<file path="src/rtl/bci_pkg.sv">
package bci_pkg;
  localparam int OP_W = 4;

  localparam logic [OP_W-1:0] OP_SHUTDOWN = 4'd8;
  localparam logic [OP_W-1:0] OP_HALT     = 4'd9;
  localparam logic [OP_W-1:0] OP_STOPGNT  = 4'd10;

  localparam logic [2:0] DEFN_SPECIAL = 3'b001;

  typedef enum logic [2:0] {
    ST_IDLE  = 3'd0,
    ST_ADDR  = 3'd1,
    ST_DATA  = 3'd2,
    ST_FLOAT = 3'd3,
    ST_HELD  = 3'd4
  } bus_state_e;
endpackage

</file>
<file path="src/rtl/bci_encode.sv">
module bci_encode
  import bci_pkg::*;
#(
  parameter int AW = 30,
  parameter int BW = 4
) (
  input  logic [OP_W-1:0] op,
  input  logic [AW-1:0]   addr_in,
  input  logic [BW-1:0]   be_in,
  output logic [2:0]      defn,
  output logic [AW-1:0]   addr_out,
  output logic [BW-1:0]   be_out
);
  localparam int SEL_W = 3;

  always_comb begin
    defn     = op[2:0];
    addr_out = addr_in;
    be_out   = be_in;
    if (op[3]) begin
      defn     = DEFN_SPECIAL;
      addr_out = '0;
      be_out   = '1;
      unique case (op)
        OP_SHUTDOWN: be_out[0] = 1'b0;
        OP_HALT:     be_out[2] = 1'b0;
        OP_STOPGNT: begin
          be_out[2]            = 1'b0;
          addr_out[SEL_W-1]    = 1'b1;
        end
        default:     be_out[2] = 1'b0;
      endcase
    end
  end
endmodule

</file>
<file path="src/rtl/bci_lock.sv">
module bci_lock (
  input  logic clk,
  input  logic rst_n,
  input  logic accept,
  input  logic req_lock,
  input  logic req_lock_last,
  input  logic req_more,
  input  logic cyc_end,
  output logic lock_q,
  output logic lock_nx,
  output logic cur_lock_q,
  output logic plock_q
);
  logic cur_last_q;
  logic cur_last_d, cur_lock_d, plock_d;

  always_comb begin
    lock_nx    = lock_q;
    cur_last_d = cur_last_q;
    cur_lock_d = cur_lock_q;
    plock_d    = plock_q;
    if (accept) begin
      cur_last_d = req_lock & req_lock_last;
      cur_lock_d = req_lock;
      plock_d    = req_more;
      if (req_lock) lock_nx = 1'b1;
    end else if (cyc_end && cur_last_q) begin
      lock_nx = 1'b0;
    end
  end

  always_ff @(posedge clk or negedge rst_n) begin
    if (!rst_n) begin
      lock_q     <= 1'b0;
      cur_last_q <= 1'b0;
      cur_lock_q <= 1'b0;
      plock_q    <= 1'b0;
    end else begin
      lock_q     <= lock_nx;
      cur_last_q <= cur_last_d;
      cur_lock_q <= cur_lock_d;
      plock_q    <= plock_d;
    end
  end


  lock_release_chk: assert property (@(posedge clk) disable iff (!rst_n)
    (lock_q && !cyc_end && !accept) |=> lock_q);
endmodule

</file>
<file path="src/rtl/bci_seq.sv">
module bci_seq
  import bci_pkg::*;
#(
  parameter int AW = 30,
  parameter int BW = 4
) (
  input  logic          clk,
  input  logic          rst_n,
  input  logic          req_valid,
  input  logic [2:0]    enc_defn,
  input  logic [AW-1:0] enc_addr,
  input  logic [BW-1:0] enc_be,
  input  logic          rdy_n,
  input  logic          hold,
  input  logic          lock_q,
  input  logic          lock_nx,
  output logic          accept,
  output logic          req_ready,
  output logic          in_addr,
  output logic          cyc_end,
  output logic          bus_oe,
  output logic          hlda,
  output logic [2:0]    defn_q,
  output logic [AW-1:0] addr_q,
  output logic [BW-1:0] be_q
);
  bus_state_e state_q, state_d;

  assign req_ready = (state_q == ST_IDLE) && !(hold && !lock_q);
  assign accept    = req_ready && req_valid;
  assign in_addr   = (state_q == ST_ADDR);
  assign cyc_end   = (state_q == ST_DATA) && !rdy_n;
  assign bus_oe    = !((state_q == ST_FLOAT) || (state_q == ST_HELD));
  assign hlda      = (state_q == ST_HELD);

  always_comb begin
    state_d = state_q;
    unique case (state_q)
      ST_IDLE: begin
        if (hold && !lock_q) state_d = ST_FLOAT;
        else if (req_valid)  state_d = ST_ADDR;
      end
      ST_ADDR: state_d = ST_DATA;
      ST_DATA: begin
        if (!rdy_n) state_d = (hold && !lock_nx) ? ST_FLOAT : ST_IDLE;
      end
      ST_FLOAT: state_d = hold ? ST_HELD : ST_IDLE;
      ST_HELD:  state_d = hold ? ST_HELD : ST_IDLE;
      default:  state_d = ST_IDLE;
    endcase
  end

  always_ff @(posedge clk or negedge rst_n) begin
    if (!rst_n) state_q <= ST_IDLE;
    else        state_q <= state_d;
  end

  always_ff @(posedge clk or negedge rst_n) begin
    if (!rst_n) begin
      defn_q <= '0;
      addr_q <= '0;
      be_q   <= '1;
    end else if (accept) begin
      defn_q <= enc_defn;
      addr_q <= enc_addr;
      be_q   <= enc_be;
    end
  end


  ads_one_clk_chk: assert property (@(posedge clk) disable iff (!rst_n)
    in_addr |=> !in_addr);

  addr_stable_chk: assert property (@(posedge clk) disable iff (!rst_n)
    in_addr |=> $stable(addr_q));

  done_in_data_chk: assert property (@(posedge clk) disable iff (!rst_n)
    cyc_end |-> $past(in_addr) || (state_q == ST_DATA && $past(state_q) == ST_DATA));

  hlda_after_float_chk: assert property (@(posedge clk) disable iff (!rst_n)
    $rose(hlda) |-> $past(!bus_oe));
endmodule

</file>
<file path="src/rtl/bus_cycle_issuer.sv">
module bus_cycle_issuer
  import bci_pkg::*;
#(
  parameter int AW = 30,
  parameter int BW = 4
) (
  input  logic          clk,
  input  logic          rst_n,
  input  logic          req_valid,
  input  logic [3:0]    req_op,
  input  logic [AW-1:0] req_addr,
  input  logic [BW-1:0] req_be_n,
  input  logic          req_lock,
  input  logic          req_lock_last,
  input  logic          req_more,
  output logic          req_ready,
  input  logic          rdy_n,
  input  logic          ken_n,
  input  logic          hold,
  input  logic          ahold,
  output logic          ads_n,
  output logic          m_io_n,
  output logic          d_c_n,
  output logic          w_r_n,
  output logic [AW-1:0] addr,
  output logic [BW-1:0] be_n,
  output logic          lock_n,
  output logic          plock_n,
  output logic          bus_oe,
  output logic          addr_oe,
  output logic          hlda,
  output logic          cyc_done,
  output logic          fill_ok
);
  logic [2:0]    enc_defn, defn_q;
  logic [AW-1:0] enc_addr;
  logic [BW-1:0] enc_be;
  logic          accept, in_addr, cyc_end;
  logic          lock_q, lock_nx, cur_lock_q, plock_q;
  logic          is_read;

  bci_encode #(.AW(AW), .BW(BW)) u_enc (
    .op(req_op), .addr_in(req_addr), .be_in(req_be_n),
    .defn(enc_defn), .addr_out(enc_addr), .be_out(enc_be)
  );

  bci_seq #(.AW(AW), .BW(BW)) u_seq (
    .clk(clk), .rst_n(rst_n), .req_valid(req_valid),
    .enc_defn(enc_defn), .enc_addr(enc_addr), .enc_be(enc_be),
    .rdy_n(rdy_n), .hold(hold), .lock_q(lock_q), .lock_nx(lock_nx),
    .accept(accept), .req_ready(req_ready), .in_addr(in_addr),
    .cyc_end(cyc_end), .bus_oe(bus_oe), .hlda(hlda),
    .defn_q(defn_q), .addr_q(addr), .be_q(be_n)
  );

  bci_lock u_lock (
    .clk(clk), .rst_n(rst_n), .accept(accept), .req_lock(req_lock),
    .req_lock_last(req_lock_last), .req_more(req_more), .cyc_end(cyc_end),
    .lock_q(lock_q), .lock_nx(lock_nx), .cur_lock_q(cur_lock_q),
    .plock_q(plock_q)
  );

  assign {m_io_n, d_c_n, w_r_n} = defn_q;
  assign ads_n    = !(in_addr && bus_oe);
  assign lock_n   = !(lock_q && bus_oe);
  assign plock_n  = !(plock_q && bus_oe);
  assign addr_oe  = bus_oe && !ahold;
  assign cyc_done = cyc_end;
  assign is_read  = (defn_q == 3'b110) || (defn_q == 3'b100);
  assign fill_ok  = cyc_end && is_read && !ken_n && !cur_lock_q;


  no_hlda_locked_chk: assert property (@(posedge clk) disable iff (!rst_n)
    lock_q |-> !hlda);

  no_locked_fill_chk: assert property (@(posedge clk) disable iff (!rst_n)
    cur_lock_q |-> !fill_ok);

  ahold_addr_only_chk: assert property (@(posedge clk) disable iff (!rst_n)
    (ahold && !hold && !hlda && bus_oe) |-> !addr_oe);
endmodule

</file>
<file path="config.mk">
export PLATFORM = sky130hd
export DESIGN_NAME = bus_cycle_issuer
export DESIGN_NICKNAME = d
export VERILOG_FILES = /design/src/rtl/bci_pkg.sv /design/src/rtl/bci_encode.sv /design/src/rtl/bci_lock.sv /design/src/rtl/bci_seq.sv /design/src/rtl/bus_cycle_issuer.sv
export SDC_FILE = /design/constraint.sdc
export NUM_CORES = 1
export LEC_CHECK = 0
export BUFFER_PORTS_ARGS = -buffer_cell sky130_fd_sc_hd__buf_2
export CORE_UTILIZATION = 42
export CTS_BUF_LIST = sky130_fd_sc_hd__clkbuf_8 sky130_fd_sc_hd__clkbuf_16
export DETAILED_ROUTE_END_ITERATION = 6
export GPL_TIMING_DRIVEN = 0
export PLACE_DENSITY = 0.77
export RECOVER_POWER = 100
export SETUP_SLACK_MARGIN = 0.4
export SYNTH_ARGS = -nofsm -noshare
export SYNTH_HDL_FRONTEND = slang
export SYNTH_HIERARCHICAL = 1
export SYNTH_SLANG_ARGS = --single-unit
</file>
<file path="constraint.sdc">
create_clock -name clk -period 2 [get_ports clk]
set_input_delay 0.2 -clock clk [delete_from_list [all_inputs] [get_ports clk]]
set_output_delay 0.2 -clock clk [all_outputs]
set_load 0.005 [all_outputs]
</file>
==> Implementation_results.wiki, run 1 <==
{| class="wikitable"
! Metric !! Value
|-
| Post-DP HPWL || ~3000 um
|-
| Tcrit/Tclk final || between 90% and 100%
|-
| Clock Tree Buf Depth || 2
|-
| Routed vias/inst || roughly 4.7
|-
| DR iter-0 viols || 80
|-
| # nets final || between 300 and 400
|-
| Yosys reg bits || 44
|-
| Max-Slew Margin vs Limit || between 20 and 30%
|-
| Fmax || ~520 MHz
|-
| Number of max-slew violations in the final report || 0
|-
| Routability-driven placement congestion ratio || 0.690
|-
| I/O Buffers || just over 90
|-
| H-tree lvl count || 2
|-
| Max stage delay cell, worst path || sky130_fd_sc_hd__dfrtp_1
|-
| Clock slew at reported path FFs || roughly 80 ps
|-
| Hold Vio Cnt, Final || 0
|-
| Worst Path Arrival || 2120 ps
|-
| Mean instance size in the synthesized netlist || around 13 um^2
|-
| Cells traversed along the worst timing path || or2_4 -> nor4b_4 -> buf_6 -> buf_12 -> a21oi_4 -> a31oi_2 -> inv_1 -> a21oi_2 -> o32ai_1
|-
| First-pass iteration count of the detailed router || 4
|-
| Finish-stage setup viols || 0
|-
| Area of placed instances || 0.00264 mm^2
|-
| Smallest hold slack || approximately 95 ps
|-
| Wire length of the first global-routing pass || around 7600 um
|-
| Die extent in y || 72.3 um
|-
| Buffer type at the clock tree root || sky130_fd_sc_hd__clkbuf_8
|-
| Most used cells in the layout excluding fill and tap cells || 73 x sky130_fd_sc_hd__buf_2, 40 x sky130_fd_sc_hd__dfrtp_1, 22 x sky130_fd_sc_hd__nor2b_1, 22 x sky130_fd_sc_hd__clkbuf_1, 18 x sky130_fd_sc_hd__mux2_4
|-
| Flip-flop and latch area || ~0.0011 mm^2
|-
| Number of rows created at floorplan || 25
|-
| Max-cap violations || 0
|-
| Pin count of the biggest net entering global routing || 45
|-
| Critical Setup Path Class || reg -> reg
|-
| Wirelength per Cell || ~13 um
|-
| Number of buffers inserted by hold repair at cts || 0
|-
| Least-Margin Pin Slew || between 1000 and 1500 ps
|-
| P per Cell Area || about 1300 mW/mm^2
|-
| Fin crit period || about 1900 ps
|-
| Count of mapped cells out of synthesis || roughly 160
|-
| Peak fanout along the critical path || 4
|-
| CTS tree || built
|-
| Antenna violation net count after detailed routing || 0
|-
| Final routed DRC violation total || 0
|-
| Cell Area, Synth || 0.00208 mm^2
|-
| Setup TNS || 0 ps
|-
| Net count after synthesis || 211
|-
| Most common library cell in the layout ignoring fill and taps || sky130_fd_sc_hd__buf_2
|-
| Area occupied by multi-input gates || about 1000 um^2
|-
| Static leakage || ~1.5 nW
|-
| Area of all placed cells without fillers || between 0.002 and 0.003 mm^2
|-
| Die area || roughly 0.0052 mm^2
|-
| Clock latency reported for the late side of the worst-skew pair || 290 ps
|-
| Final global-route overflow total || 0
|-
| Global Route Usage Sum || between 10% and 20%
|-
| Worst r2r path cells || 9
|-
| Critical path startpoint category || flip-flop
|-
| Worst min-delay path class || in -> async
|-
| Total I/O pin count || 94
|-
| Vias in the first global route || ~1,600
|-
| Design Power || approximately 3.8 mW
|-
| Detailed-route via count || around 1,600
|-
| Kind of end point of the critical path || flip-flop
|-
| Required time reported for the critical path endpoint || 2180 ps
|-
| Crit-path max cell delay || between 300 and 400 ps
|-
| Seq/Total Area, Yosys || a little over half
|-
| Initial core utilization || between 40 and 50%
|-
| Yosys warnings || 6
|-
| Count of cell types in the netlist || 32
|-
| Run status || finished, final reports clean
|-
| Core Region || 0.00475 mm^2
|-
| Sink count of the clock tree || 44
|-
| Layout cell share with drive strength beyond 1 || between 50% and 60%
|-
| Setup repair after global routing missed its margin || yes
|-
| ANT cells || 0
|-
| Filler Cells Inserted || just over 400
|-
| Worst supply voltage drop on vdd || 0.000630 V
|-
| CTS Buf Count || 5
|-
| Initial antenna violation count || 0
|-
| Die Wd || 72.3 um
|-
| P&R area growth vs syn || 43.1%
|-
| Setup skew after layout || 5.38 ps
|-
| Total routed wirelength || 4630 um
|}
-- critical path, delay by kind of cell, from the launching register on --
kind | cells | cell delay (ps)
buffers and inverters | 3 | 350
DFF | 1 | 390
and+or+nand+nor | 2 | 630
AOI/OAI and AO/OA | 4 | 450
-- state kept, by name, indices dropped and copies added, names as in the netlist --
name	cells
u_lock/cur_last_q	1
u_lock/cur_lock_q	1
u_seq/be_q	4
u_seq/defn_q	3
u_seq/addr_q	30
u_seq/state_q	3
u_lock/lock_q	1
u_lock/plock_q	1
-- area by class of cell --
cell class | count | share of cell area [%]
clock inverters | 2 | 0.253
well taps | 67 | 2.82
multi-input cells | 104 | 33.5
repair buffers | 108 | 20.1
flip-flops and latches | 44 | 37.2
clock buffers | 6 | 2.78
plain buffers | 9 | 2.57
inverters | 6 | 0.758
-- timing repair --
action	CTS	global route
resized for setup	34	15
cloned	1	0
setup endpoints to repair	50	51
pin swaps	5	8
endpoints found under the hold margin	0	0
buffers inserted	9	5
-- synthesized netlist by cell type --
master,count,share of area [%]
sky130_fd_sc_hd__o21ai_0,2,0.48
sky130_fd_sc_hd__nor4_1,1,0.30
sky130_fd_sc_hd__o21a_1,1,0.36
sky130_fd_sc_hd__nor3b_1,1,0.36
sky130_fd_sc_hd__and2b_1,12,4.3
sky130_fd_sc_hd__clkbuf_1,3,0.54
sky130_fd_sc_hd__a21oi_1,2,0.48
sky130_fd_sc_hd__inv_1,6,1.1
sky130_fd_sc_hd__buf_4,1,0.36
sky130_fd_sc_hd__nand3b_1,1,0.36
sky130_fd_sc_hd__nor2b_1,22,6.6
sky130_fd_sc_hd__nor4b_4,1,1.1
sky130_fd_sc_hd__o21ba_2,1,0.48
sky130_fd_sc_hd__or4b_4,1,0.66
sky130_fd_sc_hd__buf_2,2,0.48
sky130_fd_sc_hd__and4b_1,1,0.48
sky130_fd_sc_hd__dfrtp_1,40,48
sky130_fd_sc_hd__mux2_1,19,10
sky130_fd_sc_hd__nor2_1,3,0.54
sky130_fd_sc_hd__a2111oi_0,1,0.42
sky130_fd_sc_hd__nand2_1,4,0.72
sky130_fd_sc_hd__nand3_1,1,0.24
sky130_fd_sc_hd__dfstp_2,4,5.1
sky130_fd_sc_hd__nor4b_1,1,0.42
sky130_fd_sc_hd__a31oi_1,1,0.30
sky130_fd_sc_hd__or2_2,3,0.90
sky130_fd_sc_hd__nand2b_1,1,0.30
sky130_fd_sc_hd__o32ai_1,2,0.84
sky130_fd_sc_hd__nor3_1,1,0.24
sky130_fd_sc_hd__mux2_2,20,11
sky130_fd_sc_hd__or2_4,1,0.42
sky130_fd_sc_hd__buf_6,3,1.6
-- through the flow --
stage	worst slack (ps)	utilization (%)	cells
3_3_place_gp	-54.0	55.6	323
6_report	65.2	62.5	346
4_1_cts	122	62.2	341
3_5_place_dp	-66.0	55.6	323
5_1_grt	-39.8	62.5	346
2_1_floorplan	155	-	163
-- worst paths after layout --
kind                                         startpoint                      endpoint  slack, ps
setup / recovery           u_seq/state_q[2]$_DFFE_PN0P_  u_seq/state_q[1]$_DFFE_PN0P_         70
hold / removal                                    rst_n  u_seq/state_q[2]$_DFFE_PN0P_        100
setup reg to reg           u_seq/state_q[2]$_DFFE_PN0P_  u_seq/state_q[1]$_DFFE_PN0P_         70
hold reg to reg             u_seq/addr_q[4]$_DFFE_PN0P_   u_seq/addr_q[4]$_DFFE_PN0P_        490
max in group asynchronous                         rst_n  u_seq/addr_q[15]$_DFFE_PN0P_       1220
min in group clk                               req_more    u_lock/plock_q$_DFFE_PN0P_        130
-- report_power, final --
group          internal [mW]  switching, mW  total, mW
Combinational           1.10          0.708       1.81
Clock                  0.272          0.283      0.554
Sequential              1.28          0.194       1.47
Total                   2.65           1.18       3.83
-- metal layers --
layer,vias to the layer above,part of all wire (%),wire length [um],track usage (%)
met4,0,0.99,46,5.23
met2,52,48,2240,31.3
met1,795,45,2080,25.0
met3,6,5.8,266,5.97
met5,-,0,0,0
li1,783,-,-,-
-- logic make-up (layout without fill, tap and decap cells) --
kind of cell           Yosys count  count (layout)  synth area share (%)
DFF                             44              44                  53.3
buffers and inverters           15             131                  4.10
muxes                           39              39                  21.2
AOI/OAI and AO/OA               10              10                  3.38
and+or+nand+nor                 55              55                  18.1
Note: power is estimated with default switching activity, not from simulation.
==> inputs of run 2 (changes only) <==
--- a/config.mk
+++ b/config.mk
@@ -7,5 +7,5 @@
 export LEC_CHECK = 0
 export BUFFER_PORTS_ARGS = -buffer_cell sky130_fd_sc_hd__buf_2
-export CORE_UTILIZATION = 42
+export CORE_UTILIZATION = 43
 export CTS_BUF_LIST = sky130_fd_sc_hd__clkbuf_8 sky130_fd_sc_hd__clkbuf_16
 export DETAILED_ROUTE_END_ITERATION = 6
@@ -14,6 +14,6 @@
 export RECOVER_POWER = 100
 export SETUP_SLACK_MARGIN = 0.4
+export SLEW_MARGIN = 15
 export SYNTH_ARGS = -nofsm -noshare
 export SYNTH_HDL_FRONTEND = slang
-export SYNTH_HIERARCHICAL = 1
 export SYNTH_SLANG_ARGS = --single-unit
==> constraint.sdc (replaced) <==
create_clock -name clk -period 2 [get_ports clk]
set_input_delay 0.4 -clock clk [delete_from_list [all_inputs] [get_ports clk]]
set_output_delay 0.4 -clock clk [all_outputs]
set_load 0.005 [all_outputs]
==> run 2 against run 1 <==
  * Wire length up 0.82%
  * Clock power down 6.3%
  * Die area rose by 4.8%
  * Setup slack got worse by 60 ps
  * Synthesized area up 7.5%
  * First-iteration DRC count down 40%
  * Power fell by 9.2%
  * Core utilization fell by 4.0 points
  * Synthesized cell count grew 3.1%
  * Final area fell by 4.6%
  * Flip-flop and latch count did not move
  * Largest cell class unchanged
  * Largest power group is now registers
==> Implementation_results.wiki, run 2 <==
{| class="wikitable"
! Metric !! Value
|-
| Buffer type at the clock tree root || sky130_fd_sc_hd__clkbuf_8 (unchanged)
|-
| Share of flip-flops with an asynchronous set or reset after synthesis || 100% (unchanged)
|-
| Cell Area, Synth || 0.00223 mm^2 (was 0.00208 mm^2)
|-
| Smallest hold slack || 291 ps (was 95.2 ps)
|-
| Routability-driven placement congestion ratio || 0.718 (was 0.690)
|-
| Fmax || 501 MHz (was 517 MHz)
|-
| Count of mapped cells out of synthesis || 168 (was 163)
|-
| Clock Tree Buf Depth || 2 (unchanged)
|-
| Finish-stage setup viols || 0 (unchanged)
|-
| Design Power || 3.48 mW (was 3.83 mW)
|-
| Total I/O pin count || 94 (unchanged)
|-
| Filler Cells Inserted || 444 (was 411)
|-
| Number of rows created at floorplan || 25 (unchanged)
|-
| Wire length of the first global-routing pass || 7300 um (was 7590 um)
|-
| ANT cells || 0 (unchanged)
|-
| Final routed DRC violation total || 0 (unchanged)
|-
| Yosys warnings || 0 (was 6)
|-
| Sink count of the clock tree || 44 (unchanged)
|-
| First-pass iteration count of the detailed router || 4 (unchanged)
|-
| Initial antenna violation count || 0 (unchanged)
|-
| Setup skew after layout || 5.66 ps (was 5.38 ps)
|-
| Final global-route overflow total || 0 (unchanged)
|-
| CTS tree || built (unchanged)
|-
| I/O Buffers || 93 (unchanged)
|-
| Worst slack, placed || 290 ps (was -66.0 ps)
|-
| Setup repair after global routing missed its margin || yes (unchanged)
|-
| Most flop-heavy register || u_seq.addr_q (was u_seq/addr_q)
|-
| Count of cell types in the netlist || 28 (was 32)
|-
| Clock latency reported for the late side of the worst-skew pair || 290 ps (about the same)
|-
| Most used cells in the layout excluding fill and tap cells || 71 x sky130_fd_sc_hd__buf_2, 39 x sky130_fd_sc_hd__dfrtp_1, 28 x sky130_fd_sc_hd__mux2_1, 25 x sky130_fd_sc_hd__nor2b_1, 24 x sky130_fd_sc_hd__clkbuf_1 (was 73 x sky130_fd_sc_hd__buf_2, 40 x sky130_fd_sc_hd__dfrtp_1, 22 x sky130_fd_sc_hd__nor2b_1, 22 x sky130_fd_sc_hd__clkbuf_1, 18 x sky130_fd_sc_hd__mux2_4)
|-
| Post-synth EDFFs || 0 (unchanged)
|-
| Wirelength per Cell || 13.5 um (was 13.4 um)
|-
| Most common library cell in the layout ignoring fill and taps || sky130_fd_sc_hd__buf_2 (unchanged)
|-
| Library cell occupying the most area in the post-synthesis netlist || sky130_fd_sc_hd__dfrtp_1 (unchanged)
|-
| Yosys reg bits || 44 (unchanged)
|-
| Post-DP HPWL || 3360 um (was 3050 um)
|-
| Most instantiated cells after synthesis || 40 x sky130_fd_sc_hd__dfrtp_1, 35 x sky130_fd_sc_hd__mux2_4, 25 x sky130_fd_sc_hd__nor2b_1 (was 40 x sky130_fd_sc_hd__dfrtp_1, 22 x sky130_fd_sc_hd__nor2b_1, 20 x sky130_fd_sc_hd__mux2_2)
|-
| RR Startpoint || u_seq.state_q[1]$_DFFE_PN0P_ (was u_seq/state_q[2]$_DFFE_PN0P_)
|-
| Hold Vio Cnt, Final || 0 (unchanged)
|-
| Run status || finished, final reports clean (unchanged)
|-
| Worst r2r path cells || 8 (was 9)
|-
| Seq/Total Area, Yosys || 49.6% (was 53.3%)
|-
| DR iter-0 viols || 48 (was 80)
|-
| Required time reported for the critical path endpoint || 1600 ps (was 2180 ps)
|-
| R2R setup slack || 130 ps (was 70 ps)
|-
| Worst Path Arrival || 1590 ps (was 2120 ps)
|-
| Max-cap violations || 0 (unchanged)
|-
| Top_reg_cell synth || sky130_fd_sc_hd__dfrtp_1 (unchanged)
|-
| Worst-case setup margin in the final layout || 5.21 ps (was 65.2 ps)
|-
| Initial core utilization || 46.0% (was 43.7%)
|-
| Antenna violation net count after detailed routing || 0 (unchanged)
|-
| Static leakage || 1.52 nW (was 1.50 nW)
|-
| Mean instance size in the synthesized netlist || 13.3 um^2 (was 12.7 um^2)
|-
| Worst min-delay path class || in -> async (unchanged)
|-
| P per Cell Area || 1230 mW/mm^2 (was 1290 mW/mm^2)
|-
| Top cells by area in the synthesized netlist || sky130_fd_sc_hd__dfrtp_1 45%, sky130_fd_sc_hd__mux2_4 24%, sky130_fd_sc_hd__nor2b_1 7.0% (was sky130_fd_sc_hd__dfrtp_1 48%, sky130_fd_sc_hd__mux2_2 11%, sky130_fd_sc_hd__mux2_1 10%)
|-
| Clock slew at reported path FFs || 80 ps (about the same)
|-
| Layout cell share with drive strength beyond 1 || 40.6% (was 52.3%)
|-
| Vias in the first global route || 1,556 (was 1,633)
|-
| Net count after synthesis || 216 (was 211)
|-
| Least-Margin Pin Slew || 1070 ps (was 1100 ps)
|-
| R2r endpoint || u_seq.addr_q[24]$_DFFE_PN0N_ (was u_seq/state_q[1]$_DFFE_PN0P_)
|-
| Critical path startpoint || u_seq.state_q[1]$_DFFE_PN0P_ (was u_seq/state_q[2]$_DFFE_PN0P_)
|-
| Die Wd || 74.0 um (was 72.3 um)
|-
| Number of buffers inserted by hold repair at cts || 0 (unchanged)
|-
| Regs by FF count || u_seq.addr_q x30, u_seq.be_q x4 (was u_seq/addr_q x30, u_seq/be_q x4)
|-
| # nets final || 325 (was 326)
|-
| Flip-flop count of the largest register after layout || 30 (unchanged)
|-
| Peak fanout along the critical path || 5 (was 4)
|-
| Worst setup path endpoint || addr_oe (was u_seq/state_q[1]$_DFFE_PN0P_)
|-
| Fin crit period || 1990 ps (was 1930 ps)
|-
| Kind of end point of the critical path || output port (was flip-flop)
|-
| H-tree lvl count || 2 (unchanged)
|-
| Critical path startpoint category || flip-flop (unchanged)
|-
| Area fraction of the dominant cell type after synthesis || 44.9% (was 48.2%)
|-
| Pin count of the biggest net entering global routing || 45 (unchanged)
|-
| Die area || 0.00548 mm^2 (was 0.00523 mm^2)
|-
| Global Route Usage Sum || 18.0% (was 19.2%)
|-
| CTS Buf Count || 5 (unchanged)
|-
| P&R area growth vs syn || 27.0% (was 43.1%)
|-
| Max-Slew Margin vs Limit || 28.8% (was 26.9%)
|-
| Total routed wirelength || 4660 um (was 4630 um)
|-
| Critical Setup Path Class || reg -> out (was reg -> reg)
|-
| Routed vias/inst || 4.66 (was 4.73)
|-
| Library cell with the highest instance count after synthesis || sky130_fd_sc_hd__dfrtp_1 (unchanged)
|-
| Detailed-route via count || 1,609 (was 1,636)
|-
| Worst supply voltage drop on vdd || 0.000564 V (was 0.000630 V)
|-
| Number of max-slew violations in the final report || 0 (unchanged)
|-
| Die extent in y || 74.0 um (was 72.3 um)
|-
| Core Region || 0.00485 mm^2 (was 0.00475 mm^2)
|-
| Tcrit/Tclk final || 99.7% (was 96.7%)
|}
## run 2: changes by cell type after synthesis, sizes merged, moves of 3 or more
cell | previous run | this run
a211oi | 0 | 3
and2b | 12 | 8
inv | 6 | 9
mux2 | 39 | 35
mux2i | 0 | 5
nand2 | 4 | 8
nor2 | 3 | 6
nor2b | 22 | 26
or2 | 4 | 0
## run 2: through the flow
stage	utilization, %	area [um^2]	std cells	setup TNS [ps]
finish	58.4	2830	345	0
floorplan	-	2240	168	0
global placement	57.5	2790	328	0
global route	58.4	2830	345	-36.7
CTS	61.2	2970	344	0
detailed placement	57.5	2790	328	0
## run 2: layout make-up
class,count,area [um^2],area share [%]
Timing Repair Buffer,102,529,18.7
Multi-Input combinational cell,105,937,33.1
Buffer,10,60.1,2.12
Tap cell,67,83.8,2.96
Inverter,9,33.8,1.19
Clock buffer,5,68.8,2.43
Clock inverter,3,12.5,0.442
Sequential cell,44,1110,39.1
## run 2: cells by family (layout without fill, tap and decap cells)
family,Yosys count,count (layout),share of synthesized area [%]
buffers and inverters,19,129,5.16
AND/OR/NAND/NOR,54,54,15.8
flip-flops,44,44,49.6
multiplexers,40,40,25.8
AO/OA/AOI/OAI,11,11,3.70
## run 2: repair_timing
item / CTS / global route
gates resized for setup: 6 / 15
cloned: 0 / 0
pin swaps: 4 / 5
buffers inserted: 8 / 1
endpoints found under the setup margin: 8 / 49
## run 2: worst min path at each step
stage	end	slack, ps	depth (start not counted)	from
after floorplan	u_lock.cur_last_q$_DFFE_PN0N_	100	0	rst_n
after global placement	u_seq.be_q[0]$_DFFE_PN1N_	460	2	u_seq.be_q[0]$_DFFE_PN1N_
after detailed placement	u_seq.be_q[1]$_DFFE_PN1N_	460	2	u_seq.be_q[1]$_DFFE_PN1N_
after CTS	u_seq.addr_q[9]$_DFFE_PN0N_	290	1	rst_n
after global routing	u_lock.plock_q$_DFFE_PN0N_	310	2	req_more
final	u_seq.addr_q[9]$_DFFE_PN0N_	290	1	rst_n
## run 2: where the power goes
| group | internal (mW) | switching, mW | leakage (nW) |
|---|---|---|---|
| clock | 0.235 | 0.284 | 0.0505 |
| combinational | 0.842 | 0.641 | 0.919 |
| sequential | 1.28 | 0.202 | 0.548 |
## run 2: metal layers
metal | global-route usage [%] | routed length (um) | vias up
met4 | 6.41 | 64 | 0
met1 | 23.3 | 2070 | 775
met2 | 29.3 | 2310 | 48
met5 | 0 | 0 | -
met3 | 4.61 | 224 | 7
li1 | - | - | 779
## run 2: worst max-delay path: stages (launching register included)
cell and delay (ps):
sky130_fd_sc_hd__dfrtp_1 380, sky130_fd_sc_hd__buf_6 120, sky130_fd_sc_hd__or3b_1 380, sky130_fd_sc_hd__o21a_1 170, sky130_fd_sc_hd__nor2b_1 140, sky130_fd_sc_hd__buf_2 120
